$ cat config.mk
export PLATFORM = sky130hd
export DESIGN_NAME = e1_ts16_cas_inserter
export DESIGN_NICKNAME = d
export VERILOG_FILES = /design/src/rtl/e1cas_pkg.sv /design/src/rtl/e1cas_sig_store.sv /design/src/rtl/e1cas_ts16_build.sv /design/src/rtl/e1_ts16_cas_inserter.sv
export SDC_FILE = /design/constraint.sdc
export NUM_CORES = 1
export LEC_CHECK = 0
export CAP_MARGIN = 20
export CORE_MARGIN = 2
export CORE_UTILIZATION = 50
export CTS_CLUSTER_DIAMETER = 200
export DETAILED_ROUTE_END_ITERATION = 7
export GPL_TIMING_DRIVEN = 0
export PLACE_DENSITY_LB_ADDON = 0.2
export SKIP_CTS_REPAIR_TIMING = 1
export SYNTH_ARGS = -nofsm -noshare
export SYNTH_HDL_FRONTEND = slang
export SYNTH_SLANG_ARGS = --single-unit
$ cat constraint.sdc
create_clock -name clk -period 1.7 [get_ports clk]
set_input_delay 0.34 -clock clk [delete_from_list [all_inputs] [get_ports clk]]
set_output_delay 0.34 -clock clk [all_outputs]
set_load 0.01 [all_outputs]
$ cat src/rtl/e1cas_pkg.sv
package e1cas_pkg;
    typedef enum logic [1:0] {
        KIND_PASS = 2'd0,
        KIND_MFAS = 2'd1,
        KIND_SIG  = 2'd2
    } ts16_kind_e;

    localparam logic [3:0] MFAS_NIBBLE  = 4'b0000;
    localparam logic [3:0] SPARE_NIBBLE = 4'b1111;
    localparam logic [3:0] IDLE_ABCD    = 4'b1101;
endpackage

$ cat src/rtl/e1cas_sig_store.sv
module e1cas_sig_store #(
    parameter int NUM_SLOTS = 32,
    parameter int NIB_W     = 4,
    parameter int SKIP_SLOT = 16,
    parameter logic [NIB_W-1:0] RESET_WORD = 4'b1101,
    localparam int AW = $clog2(NUM_SLOTS)
) (
    input  logic             clk,
    input  logic             rst_n,
    input  logic             wr_en,
    input  logic [AW-1:0]    wr_slot,
    input  logic [NIB_W-1:0] wr_abcd,
    input  logic             commit,
    input  logic [AW-1:0]    rd_slot_hi,
    input  logic [AW-1:0]    rd_slot_lo,
    output logic [NIB_W-1:0] rd_hi,
    output logic [NIB_W-1:0] rd_lo
);
    typedef logic [NUM_SLOTS-1:0][NIB_W-1:0] bank_t;

    typedef struct packed {
        bank_t shadow;
        bank_t active;
    } store_t;

    store_t st_d, st_q;
    logic [NUM_SLOTS-1:0] hit;

    for (genvar i = 0; i < NUM_SLOTS; i++) begin : g_hit
        if (i == 0 || i == SKIP_SLOT) begin : g_skip
            assign hit[i] = 1'b0;
        end else begin : g_live
            assign hit[i] = wr_en && (wr_slot == AW'(i));
        end
    end

    always_comb begin
        st_d = st_q;
        for (int i = 0; i < NUM_SLOTS; i++) begin
            if (hit[i]) st_d.shadow[i] = wr_abcd;
        end
        if (commit) st_d.active = st_q.shadow;
    end

    always_ff @(posedge clk or negedge rst_n) begin
        if (!rst_n) begin
            st_q.shadow <= {NUM_SLOTS{RESET_WORD}};
            st_q.active <= {NUM_SLOTS{RESET_WORD}};
        end else begin
            st_q <= st_d;
        end
    end

    assign rd_hi = st_q.active[rd_slot_hi];
    assign rd_lo = st_q.active[rd_slot_lo];


    skip_slot_chk: assert property (@(posedge clk) disable iff (!rst_n)
        (wr_en && (wr_slot == '0 || wr_slot == AW'(SKIP_SLOT))) |=> $stable(st_q.shadow));


    active_hold_chk: assert property (@(posedge clk) disable iff (!rst_n)
        !commit |=> $stable(st_q.active));


    commit_copy_chk: assert property (@(posedge clk) disable iff (!rst_n)
        commit |=> (st_q.active == $past(st_q.shadow)));
endmodule

$ cat src/rtl/e1cas_ts16_build.sv
module e1cas_ts16_build
    import e1cas_pkg::*;
#(
    parameter int NUM_SLOTS = 32,
    parameter int NIB_W     = 4,
    parameter int FR_W      = 4,
    parameter int TS_W      = 5,
    parameter int SIG_TS    = 16,
    localparam int AW     = $clog2(NUM_SLOTS),
    localparam int BYTE_W = 2 * NIB_W,
    localparam int HALF   = NUM_SLOTS / 2
) (
    input  logic [FR_W-1:0]      frame,
    input  logic [TS_W-1:0]      ts,
    input  logic                 ccs_mode,
    input  logic [NUM_SLOTS-1:0] ts_src_mask,
    input  logic [BYTE_W-1:0]    byte_in,
    input  logic [NIB_W-1:0]     word_hi,
    input  logic [NIB_W-1:0]     word_lo,
    output logic [AW-1:0]        slot_hi,
    output logic [AW-1:0]        slot_lo,
    output ts16_kind_e           kind,
    output logic [BYTE_W-1:0]    byte_out
);
    logic insert_ok;

    assign slot_hi   = AW'(frame);
    assign slot_lo   = AW'(frame) + AW'(HALF);
    assign insert_ok = (ts == TS_W'(SIG_TS)) && !ccs_mode && ts_src_mask[SIG_TS];

    always_comb begin
        if (!insert_ok)        kind = KIND_PASS;
        else if (frame == '0)  kind = KIND_MFAS;
        else                   kind = KIND_SIG;
    end

    always_comb begin
        unique case (kind)
            KIND_MFAS: byte_out = {MFAS_NIBBLE, SPARE_NIBBLE};
            KIND_SIG:  byte_out = {word_hi, word_lo};
            default:   byte_out = byte_in;
        endcase
    end
endmodule

$ cat src/rtl/e1_ts16_cas_inserter.sv
module e1_ts16_cas_inserter
    import e1cas_pkg::*;
#(
    parameter int NUM_SLOTS = 32,
    parameter int NIB_W     = 4,
    parameter int FR_W      = 4,
    parameter int SIG_TS    = 16,
    localparam int TS_W   = $clog2(NUM_SLOTS),
    localparam int BYTE_W = 2 * NIB_W
) (
    input  logic                 clk,
    input  logic                 rst_n,
    input  logic                 in_valid,
    input  logic [FR_W-1:0]      in_frame,
    input  logic [TS_W-1:0]      in_ts,
    input  logic [BYTE_W-1:0]    in_byte,
    input  logic                 ccs_mode,
    input  logic [NUM_SLOTS-1:0] ts_src_mask,
    input  logic                 wr_en,
    input  logic [TS_W-1:0]      wr_slot,
    input  logic [NIB_W-1:0]     wr_abcd,
    output logic [BYTE_W-1:0]    out_byte,
    output logic                 out_valid
);
    typedef struct packed {
        logic [BYTE_W-1:0] data;
        logic              vld;
    } out_t;

    out_t st_d, st_q;

    logic [TS_W-1:0]   slot_hi, slot_lo;
    logic [NIB_W-1:0]  word_hi, word_lo;
    logic [BYTE_W-1:0] built;
    ts16_kind_e        kind;
    logic              frame_start;

    assign frame_start = in_valid && (in_ts == '0);

    e1cas_sig_store #(
        .NUM_SLOTS (NUM_SLOTS),
        .NIB_W     (NIB_W),
        .SKIP_SLOT (SIG_TS),
        .RESET_WORD(IDLE_ABCD)
    ) u_store (
        .clk       (clk),
        .rst_n     (rst_n),
        .wr_en     (wr_en),
        .wr_slot   (wr_slot),
        .wr_abcd   (wr_abcd),
        .commit    (frame_start),
        .rd_slot_hi(slot_hi),
        .rd_slot_lo(slot_lo),
        .rd_hi     (word_hi),
        .rd_lo     (word_lo)
    );

    e1cas_ts16_build #(
        .NUM_SLOTS(NUM_SLOTS),
        .NIB_W    (NIB_W),
        .FR_W     (FR_W),
        .TS_W     (TS_W),
        .SIG_TS   (SIG_TS)
    ) u_build (
        .frame      (in_frame),
        .ts         (in_ts),
        .ccs_mode   (ccs_mode),
        .ts_src_mask(ts_src_mask),
        .byte_in    (in_byte),
        .word_hi    (word_hi),
        .word_lo    (word_lo),
        .slot_hi    (slot_hi),
        .slot_lo    (slot_lo),
        .kind       (kind),
        .byte_out   (built)
    );

    always_comb begin
        st_d     = st_q;
        st_d.vld = in_valid;
        if (in_valid) st_d.data = built;
    end

    always_ff @(posedge clk or negedge rst_n) begin
        if (!rst_n) st_q <= '0;
        else        st_q <= st_d;
    end

    assign out_byte  = st_q.data;
    assign out_valid = st_q.vld;


    valid_follow_chk: assert property (@(posedge clk) disable iff (!rst_n)
        in_valid |=> out_valid);


    other_ts_pass_chk: assert property (@(posedge clk) disable iff (!rst_n)
        (in_valid && in_ts != TS_W'(SIG_TS)) |=> (out_byte == $past(in_byte)));


    idle_hold_chk: assert property (@(posedge clk) disable iff (!rst_n)
        !in_valid |=> (!out_valid && $stable(out_byte)));


    ccs_pass_chk: assert property (@(posedge clk) disable iff (!rst_n)
        (in_valid && ccs_mode) |=> (out_byte == $past(in_byte)));


    mask_pass_chk: assert property (@(posedge clk) disable iff (!rst_n)
        (in_valid && !ts_src_mask[SIG_TS]) |=> (out_byte == $past(in_byte)));


    mfas_byte_chk: assert property (@(posedge clk) disable iff (!rst_n)
        (in_valid && in_ts == TS_W'(SIG_TS) && !ccs_mode && ts_src_mask[SIG_TS]
         && in_frame == '0) |=> (out_byte == {MFAS_NIBBLE, SPARE_NIBBLE}));
endmodule

==> metrics.cfg <==
[timing]
max_slew_margin = 0.427
hold_viol = 0
fin_crit_sh = 0.998
setup_violations = 0
finalMaxSlewViolations = 0
rsz0062_at_grt = false
finClkSkew_ps = 10.7
finalSetupTns_ps = 0
worst_slew_pin_slew_ps = 860
max_freq_mhz = 590
period_needed_ps = 1700
worst_slack_ps = 3.89

[layout]
diodes = 0
utilization = 0.605
drive_gt1_frac = 0.691
synthToLayoutAreaGrowth_pct = 18.7
nets = 831
fillCellCount = 1600

[floorplanning]
die_w_um = 153
start_util = 0.510
dieArea_um2 = 23500
die_h_um = 153
row_count = 54
io_pins = 72
core-area_um2 = 21900

[global_route]
antenna_found_initial = 0
grt_usage = 0.216
grt_pass1_vias = 6684
grt_max_degree = 99
grt_pass1_wl_mm = 39.5
gr-total-overflow = 0

[clocking]
cts_buffers = 27
clk_pin_slew_ps = 60
cts.htree.levels = 1
root_buffer = clkbuf_16
clk_latency_ps = 530
cts_sinks = 249
clk_path_buf_depth = 3
cts_tree = done

[synthesis]
synthTopCellsByArea = dfstp_2 42%, dfrtp_1 15%, mux2_2 14%
synth-seq-cells = 249
synthSimpleGateAreaFrac = 0.0349
yosysSeqAreaShare = 0.579
yosys_warnings = 0
synthAdderAreaFrac = 0
ys.flop_type = dfstp_2
yosys.area.top_type = dfstp_2
syn_area_per_cell_um2 = 16.3
muxShareOfSynthArea = 0.338
synth.most_common_cell = dfstp_2
synth_fp_nets = 749
yosysUniqueCellTypes = 38
synth_edf_count = 0
syn_inst = 686
async_flop_share = 1.00
synth_compound_area_frac = 0.0251
synth_xor_area_frac = 0
yosysTopAreaCellShare = 0.424
synth_top_cells_by_count = 180 x dfstp_2, 142 x mux2_2, 100 x mux2_4, 69 x dfrtp_1, 22 x mux2i_1
synth_top_family_by_area = multiplexers
synth_area_um2 = 11200

[routing]
drt-total-wl_mm = 25.5
drc = 0
wl_per_cell_um = 23.9
drt_iter0_markers = 394
ant_nets = 0
vias = 6126
via_per_inst = 5.73
first_pass_iters = 4

[setup_path]
crit_family = simple AND/OR/NAND/NOR gates
crit_path_top_delay_cell = or4_4
end_kind = flip-flop
critical_path_class = in -> reg
path_cells = dlymetal6s2s_1 > or4_4 > or3_4 > clkbuf_16 > buf_12 > mux2_4
cp.required_ps = 2120
crit_buf_inv = 3
path_max_fanout = 8
crit_arrival_ps = 2110
cp_slowest_stage_delay_ps = 560
critPathLaunchType = input port

[power_and_ir_drop]
p_per_area_nw_per_um2 = 1180
ir_worst_vdd_v = 0.000854
power_leakage_uw = 0.00594

[placement]
portBuffers = 34
dp_hpwl_mm = 17.1
dp_slack_ps = -1310
routabilityCongestion = 0.853

[job]
maxCapViolCount = 0

[min_path]
hp-class = in -> reg

[outcome]
status = completed

## cells by family (layout without fill, tap and decap cells)
kind of cell	count (synthesis)	after routing
multiplexers	284	284
AND/OR/NAND/NOR	75	75
flip-flops	249	249
AO/OA/AOI/OAI	35	35
buffers and inverters	43	146
## final cells by class
class | instances | area (µm²) | share of cell area
clock buffers | 49 | 848 | 0.0640
inverters | 3 | 15.0 | 0.00113
flip-flops and latches | 249 | 6460 | 0.487
plain buffers | 40 | 343 | 0.0259
clock inverters | 1 | 8.76 | 0.000661
repair buffers | 53 | 668 | 0.0504
well taps | 280 | 350 | 0.0264
multi-input cells | 394 | 4560 | 0.344
## cells in the final DEF (no fill, tap or decap), types with 5 or more instances in the layout
cell type / n
clkdlybuf4s50_1: 14
dlymetal6s2s_1: 19
buf_8: 5
clkbuf_8: 9
mux4_2: 20
nor2_2: 5
clkbuf_1: 26
dfstp_2: 180
nand3_1: 7
buf_6: 5
mux2_2: 142
dfrtp_1: 69
clkbuf_16: 32
mux2i_1: 19
nand2b_1: 5
a2bb2oi_1: 6
mux2_4: 100
nor2_1: 9
buf_12: 5
nand2_1: 20
buf_4: 14
clkbuf_2: 5
## state kept, by name, indices dropped and copies added, names as in the netlist
signal / flops
u_store.st_q: 240
out_valid: 1
out_byte: 8
## final timing paths
check	start	endpoint	slack, ps	cells past startpoint
worst max-delay path	in_ts[2]	u_store.st_q[25]$_DFFE_PN0P_	4	6
worst min-delay path	in_valid	out_byte[0]$_DFFE_PN0P_	320	4
worst max register to register	u_store.st_q[126]$_DFFE_PN1P_	out_byte[2]$_DFFE_PN0P_	30	4
worst min register to register	out_byte[0]$_DFFE_PN0P_	out_byte[0]$_DFFE_PN0P_	490	1
max in group asynchronous	rst_n	u_store.st_q[119]$_DFFE_PN1P_	460	3
min in group asynchronous	rst_n	u_store.st_q[169]$_DFFE_PN0P_	340	2
## routing by layer
layer  part of all wire  global-route usage
met5                  0                   0
met4              0.027              0.0625
met3              0.048              0.0329
met2               0.47               0.352
met1               0.45               0.304
## power by group
part | switching, µW | leakage [µW] | internal, µW
clock | 2310 | 0.000417 | 3340
combinational | 777 | 0.00275 | 1250
sequential | 525 | 0.00277 | 7390
## worst min-delay path, delay by kind of cell
kind,cells,cell delay [ps]
buffers and inverters,3,370
AOI/OAI and AO/OA,1,120
## stage by stage
step | power (µW) | cell area, µm² | hold WS [ps] | cells
after floorplan | 9220 | 11200 | 44.4 | 686
after detailed placement | 9960 | 11900 | 320 | 1002
final | 15600 | 13200 | 325 | 1069
after global placement | 9800 | 11800 | 484 | 1000
after global routing | 16200 | 13200 | 347 | 1069
after CTS | 15600 | 12800 | -246 | 1052
(Power assumes the default switching activity.)
